[config.mk]
export PLATFORM = sky130hd
export DESIGN_NAME = dma_chan_csr
export DESIGN_NICKNAME = d
export VERILOG_FILES = /design/src/rtl/dma_csr_pkg.sv /design/src/rtl/csr_run_ctl.sv /design/src/rtl/csr_dev_status.sv /design/src/rtl/dma_chan_csr.sv
export SDC_FILE = /design/constraint.sdc
export NUM_CORES = 1
export LEC_CHECK = 0
export BUFFER_PORTS_ARGS = -buffer_cell sky130_fd_sc_hd__buf_2
export CAP_MARGIN = 20
export CORE_UTILIZATION = 33
export CTS_CLUSTER_DIAMETER = 30
export CTS_CLUSTER_SIZE = 12
export DETAILED_ROUTE_END_ITERATION = 8
export GPL_ROUTABILITY_DRIVEN = 0
export PLACE_DENSITY = 0.77
export RECOVER_POWER = 100
export SETUP_SLACK_MARGIN = 0.1
export SYNTH_ARGS = -nofsm -noshare
export SYNTH_HDL_FRONTEND = slang
export SYNTH_SLANG_ARGS = --single-unit
[constraint.sdc]
create_clock -name clk -period 1.35 [get_ports clk]
set_clock_uncertainty 0.1 [all_clocks]
set_input_delay 0.27 -clock clk [delete_from_list [all_inputs] [get_ports clk]]
set_output_delay 0.27 -clock clk [all_outputs]
set_load 0.01 [all_outputs]
[src/rtl/dma_csr_pkg.sv]
package dma_csr_pkg;
    localparam int CSR_W   = 16;
    localparam int DEV_W   = 8;
    localparam int WR_W    = 2 * CSR_W;
    localparam int CTL_W   = 4;
    localparam int CTL_LSB = CSR_W - CTL_W;

    localparam int POS_RUN    = 15;
    localparam int POS_PAUSE  = 14;
    localparam int POS_FLUSH  = 13;
    localparam int POS_WAKE   = 12;
    localparam int POS_DEAD   = 11;
    localparam int POS_ACTIVE = 10;
    localparam int POS_BRANCH = 8;

    typedef struct packed {
        logic [CSR_W-1:0] mask;
        logic [CSR_W-1:0] value;
    } sw_write_t;

    typedef struct packed {
        logic run;
        logic pause;
        logic flush;
        logic wake;
    } ctl_bits_t;

    typedef struct packed {
        logic dead;
        logic active;
        logic branch;
    } eng_ind_t;

    function automatic logic [CSR_W-1:0] merge_masked(
        input logic [CSR_W-1:0] old_w,
        input logic [CSR_W-1:0] mask,
        input logic [CSR_W-1:0] value
    );
        return (old_w & ~mask) | (value & mask);
    endfunction
endpackage

[src/rtl/csr_run_ctl.sv]
module csr_run_ctl
    import dma_csr_pkg::*;
(
    input  logic      clk,
    input  logic      rst,
    input  logic      sw_en,
    input  sw_write_t wr,
    input  logic      flush_ack,
    input  logic      eng_dead,
    input  logic      eng_active,
    input  logic      eng_branch,
    output ctl_bits_t ctl_q,
    output eng_ind_t  ind_q
);
    logic [CSR_W-1:0] merged;
    ctl_bits_t        ctl_next;
    eng_ind_t         ind_next;

    always_comb begin
        merged   = merge_masked({ctl_q, {CTL_LSB{1'b0}}}, wr.mask, wr.value);
        ctl_next = ctl_q;
        if (sw_en) begin
            ctl_next = ctl_bits_t'(merged[CSR_W-1:CTL_LSB]);
        end
        if (flush_ack) begin
            ctl_next.flush = 1'b0;
        end
        ind_next.dead   = eng_dead;
        ind_next.active = eng_active & ctl_next.run;
        ind_next.branch = eng_branch;
    end

    always_ff @(posedge clk) begin
        if (rst) begin
            ctl_q <= '0;
            ind_q <= '0;
        end else begin
            ctl_q <= ctl_next;
            ind_q <= ind_next;
        end
    end

    // active can only be shown while the channel is running
    assert_active_needs_run_R5: assert property (@(posedge clk) disable iff (rst)
        ind_q.active |-> ctl_q.run);

    // an acknowledge always leaves flush low
    assert_flush_ack_clears_R6: assert property (@(posedge clk) disable iff (rst)
        flush_ack |=> !ctl_q.flush);

    // dead follows the engine regardless of software writes
    assert_dead_tracks_engine_R3: assert property (@(posedge clk) disable iff (rst)
        sw_en |=> (ind_q.dead == $past(eng_dead)));
endmodule

[src/rtl/csr_dev_status.sv]
module csr_dev_status #(
    parameter int W = 8
) (
    input  logic         clk,
    input  logic         rst,
    input  logic         sw_en,
    input  logic [W-1:0] sw_mask,
    input  logic [W-1:0] sw_value,
    input  logic [W-1:0] hw_set,
    input  logic [W-1:0] hw_clr,
    output logic [W-1:0] dev_q
);
    logic [W-1:0] dev_next;

    for (genvar g = 0; g < W; g++) begin : g_bit
        assign dev_next[g] = hw_set[g]              ? 1'b1 :
                             hw_clr[g]              ? 1'b0 :
                             (sw_en && sw_mask[g])  ? sw_value[g] :
                                                      dev_q[g];
    end

    always_ff @(posedge clk) begin
        if (rst) dev_q <= '0;
        else     dev_q <= dev_next;
    end

    // every bit the hardware sets reads 1 next cycle
    assert_hw_set_wins_R7: assert property (@(posedge clk) disable iff (rst)
        (hw_set != '0) |=> ((dev_q & $past(hw_set)) == $past(hw_set)));

    // a cleared bit not also set reads 0 next cycle, whatever software wrote
    assert_hw_clr_beats_sw_R8: assert property (@(posedge clk) disable iff (rst)
        ((hw_clr & ~hw_set) != '0) |=> ((dev_q & $past(hw_clr & ~hw_set)) == '0));

    // with no writer active the byte holds
    assert_idle_holds_R2: assert property (@(posedge clk) disable iff (rst)
        (!sw_en && hw_set == '0 && hw_clr == '0) |=> $stable(dev_q));
endmodule

[src/rtl/dma_chan_csr.sv]
module dma_chan_csr
    import dma_csr_pkg::*;
(
    input  logic              clk,
    input  logic              rst,
    input  logic              sw_wr_en,
    input  logic [WR_W-1:0]   sw_wr_data,
    input  logic [DEV_W-1:0]  hw_dev_set,
    input  logic [DEV_W-1:0]  hw_dev_clr,
    input  logic              eng_dead,
    input  logic              eng_active,
    input  logic              eng_branch,
    input  logic              eng_flush_ack,
    output logic [CSR_W-1:0]  csr_status,
    output logic              run_req,
    output logic              pause_req,
    output logic              flush_req,
    output logic              wake_req
);
    sw_write_t       wr;
    ctl_bits_t       ctl;
    eng_ind_t        ind;
    logic [DEV_W-1:0] dev;

    assign wr = sw_write_t'(sw_wr_data);

    csr_run_ctl u_run_ctl (
        .clk        (clk),
        .rst        (rst),
        .sw_en      (sw_wr_en),
        .wr         (wr),
        .flush_ack  (eng_flush_ack),
        .eng_dead   (eng_dead),
        .eng_active (eng_active),
        .eng_branch (eng_branch),
        .ctl_q      (ctl),
        .ind_q      (ind)
    );

    csr_dev_status #(.W(DEV_W)) u_dev (
        .clk      (clk),
        .rst      (rst),
        .sw_en    (sw_wr_en),
        .sw_mask  (wr.mask[DEV_W-1:0]),
        .sw_value (wr.value[DEV_W-1:0]),
        .hw_set   (hw_dev_set),
        .hw_clr   (hw_dev_clr),
        .dev_q    (dev)
    );

    always_comb begin
        csr_status             = '0;
        csr_status[POS_RUN]    = ctl.run;
        csr_status[POS_PAUSE]  = ctl.pause;
        csr_status[POS_FLUSH]  = ctl.flush;
        csr_status[POS_WAKE]   = ctl.wake;
        csr_status[POS_DEAD]   = ind.dead;
        csr_status[POS_ACTIVE] = ind.active;
        csr_status[POS_BRANCH] = ind.branch;
        csr_status[DEV_W-1:0]  = dev;
    end

    assign run_req   = ctl.run;
    assign pause_req = ctl.pause;
    assign flush_req = ctl.flush;
    assign wake_req  = ctl.wake;

    // branch-taken shows the engine indication one cycle later
    assert_branch_follows_R4: assert property (@(posedge clk) disable iff (rst)
        1'b1 |=> (csr_status[POS_BRANCH] == $past(eng_branch)));

    // an unmasked write leaves the run-state control bits alone
    assert_unmasked_ctl_hold_R2: assert property (@(posedge clk) disable iff (rst)
        (sw_wr_en && wr.mask[CSR_W-1:CTL_LSB] == '0 && !eng_flush_ack)
        |=> $stable(csr_status[CSR_W-1:CTL_LSB]));
endmodule

==> results.md <==
* Max-slew headroom at 0.573
* Commonest non-fill, non-tap cell in the layout: buf_2
* Layout Area Growth over Synthesis at 43.1%
* Clk_lat worst skew at roughly 0.27 ns
* Die Area at roughly 2300 sq um
* Startpoint types: flip-flop
* Clock sinks at 15
* Total number of vias at 803
* Final Util at 0.503
* Die W at about 48 microns
* Mapped Cells at a little over 80
* First-pass GRT wire length at 2.46 mm
* Crit path max fanout at 3
* Req. time, crit path at a little under 1 ns
* CTS tree: done
* Setup TNS at 0 ns
* Post-route ant nets at 0
* Post-synthesis sequential area ratio at 0.431
* Leak at about 0.51 nW
* CP delay by family, top: flip-flops
* Status: finished clean
* I/O Pins at 75
* Avg Cell Area, Syn at approximately 8.6 sq um
* Seq cells post-synth at 15
* CTS clk-pin slew, worst paths at ~0.090 ns
* Root Buffer: clkbuf_4
* RSZ-0062 raised after global routing: false
* Max cap viols at 0
* Unique masters post-synth at 17
* Syn Nets at around 140
* Number of DRC markers in iteration 0 at 11
* Initial antenna violation count at 0
* Final worst path period share at 0.871
* Placed Cells at between 150 and 200
* Vias in the first global route at just under 700
* Number of fill cells in the layout at between 200 and 250
* Core Area at between 1500 and 2000 sq um
* Worst setup margin at 0.174 ns
* GRT overflow at 0
* CTS Buf Count at 3
* Worst-Margin Slew at between 0.6 and 0.7 ns
* Post-cts sizing count at 0
* Mapped cell area at approximately 700 sq um
* Final HPWL DP at between 1 and 1.5 mm
* Max frequency at ~0.85 GHz
* Pin count of the biggest net entering global routing at 24
* Worst Hold Class: input pin to flip-flop
* Crit path largest cell delay at around 0.37 ns
* Crit path capture type: primary output
* Syn. warnings at 0
* Slew Viols, Final at 0
* Minimum clock period at 1.18 ns
* Hold-fix buffers, CTS at 0
* DRC Markers at 0
* Worst path arrival time at about 0.8 ns
* H-tree Lvls at 1
* WL final at around 1.8 mm
* DR vias/cell at around 4.8
* Commonest non-fill, non-tap cells in the layout: 44 x buf_2, 21 x clkbuf_1, 15 x dfxtp_1
* Crit-path cells: clkbuf_1
* Hold WS at 0.0482 ns
* Pre-CTS setup slack at roughly 0.029 ns
* Final instance area at between 900 and 1000 sq um
* Starting density of the core at 0.352
* Pwr Density at between 800 and 900 nW/um^2
* N_diodes at 0
* GRT Resource Usage Total at 0.156
* Slowest-stage cell, CP: dfxtp_1
* Max clock buf depth at 2
* # port buffers at 65
* Placed inst area at between 900 and 1000 sq um
* Die height at 48.0 microns
* CP Buf/Inv Count at 1
* Share of layout cells above drive strength 1 at 0.338
* Maximum vdd ir drop at between 0.4 and 0.5 mV
* First-pass detailed-route iteration total at 4
* Routed wire per std cell at 10.4 microns
* Final net count at between 150 and 200
* Fin cells at between 150 and 200
* Row count at 16
* Final Hold Fails at 0
* Post CTS Setup Buffer Count at 0
* Tot Pwr at ~900 uW
* Setup CP Type: flip-flop to primary output
* Endpoints failing setup at 0
[power breakdown]
group	internal [mW]	total [mW]	leakage, nW	switching (mW)
combinational	0.0860	0.171	0.374	0.0845
clock	0.114	0.246	0.0150	0.132
sequential	0.468	0.480	0.124	0.0125
total	0.668	0.897	0.513	0.229
[worst paths after layout]
| kind | to | cells past startpoint | slack (ns) | start |
|---|---|---|---|---|
| setup / recovery | csr_status[15] | 1 | 0.17 | u_run_ctl.ctl_q[3]$_SDFF_PP0_ |
| hold / removal | flip-flop | 2 | 0.05 | eng_flush_ack |
| setup reg to reg | u_run_ctl.ind_q[1]$_SDFF_PP0_ | 3 | 0.28 | u_run_ctl.ctl_q[3]$_SDFF_PP0_ |
| hold reg to reg | flip-flop | 2 | 0.37 | flip-flop |
[logic make-up after synthesis]
| group | Yosys count | synth area share |
|---|---|---|
| compound gates | 12 | 0.136 |
| buf+inv | 16 | 0.129 |
| flops | 15 | 0.431 |
| mux | 1 | 0.0144 |
| other cells | 1 | 0.00538 |
| simple gates | 36 | 0.284 |
[Yosys cell counts, drive strengths merged]
cell | n | area (sq um)
inv | 8 | 30.0
mux2i | 1 | 10.0
nor2 | 8 | 30.0
nor3 | 1 | 5.00
nand2 | 13 | 48.8
dfxtp | 15 | 300
a21oi | 3 | 15.0
a311oi | 8 | 70.1
a21bo | 1 | 10.0
and2 | 1 | 6.26
buf | 7 | 56.3
and4b | 8 | 80.1
nand3 | 3 | 15.0
clkbuf | 1 | 3.75
nor2b | 2 | 12.5
conb | 1 | 3.75
[area by class of cell]
class                      instances  area [sq um]  share of cell area
tap                               27          33.8              0.0339
timing repair buffer              65           300               0.301
sequential                        15           300               0.301
clock buffer                       4          26.3              0.0263
multi-input combinational         50           307               0.307
inverter                           8          30.0              0.0301
[worst register-to-register path: stages, from the launching register on]
cell and delay (ns):
dfxtp_1 0.37, a21bo_1 0.21, a21oi_1 0.19, and2_0 0.14
[metal layers]
metal / vias to the layer above / global-route usage / wire (microns)
met4: 0 / 0.0778 / 20
met3: 2 / 0.0453 / 137
met1: 353 / 0.144 / 671
li1: 399 / - / -
met2: 49 / 0.305 / 926
met5: - / 0 / 0
(Power assumes the default switching activity.)
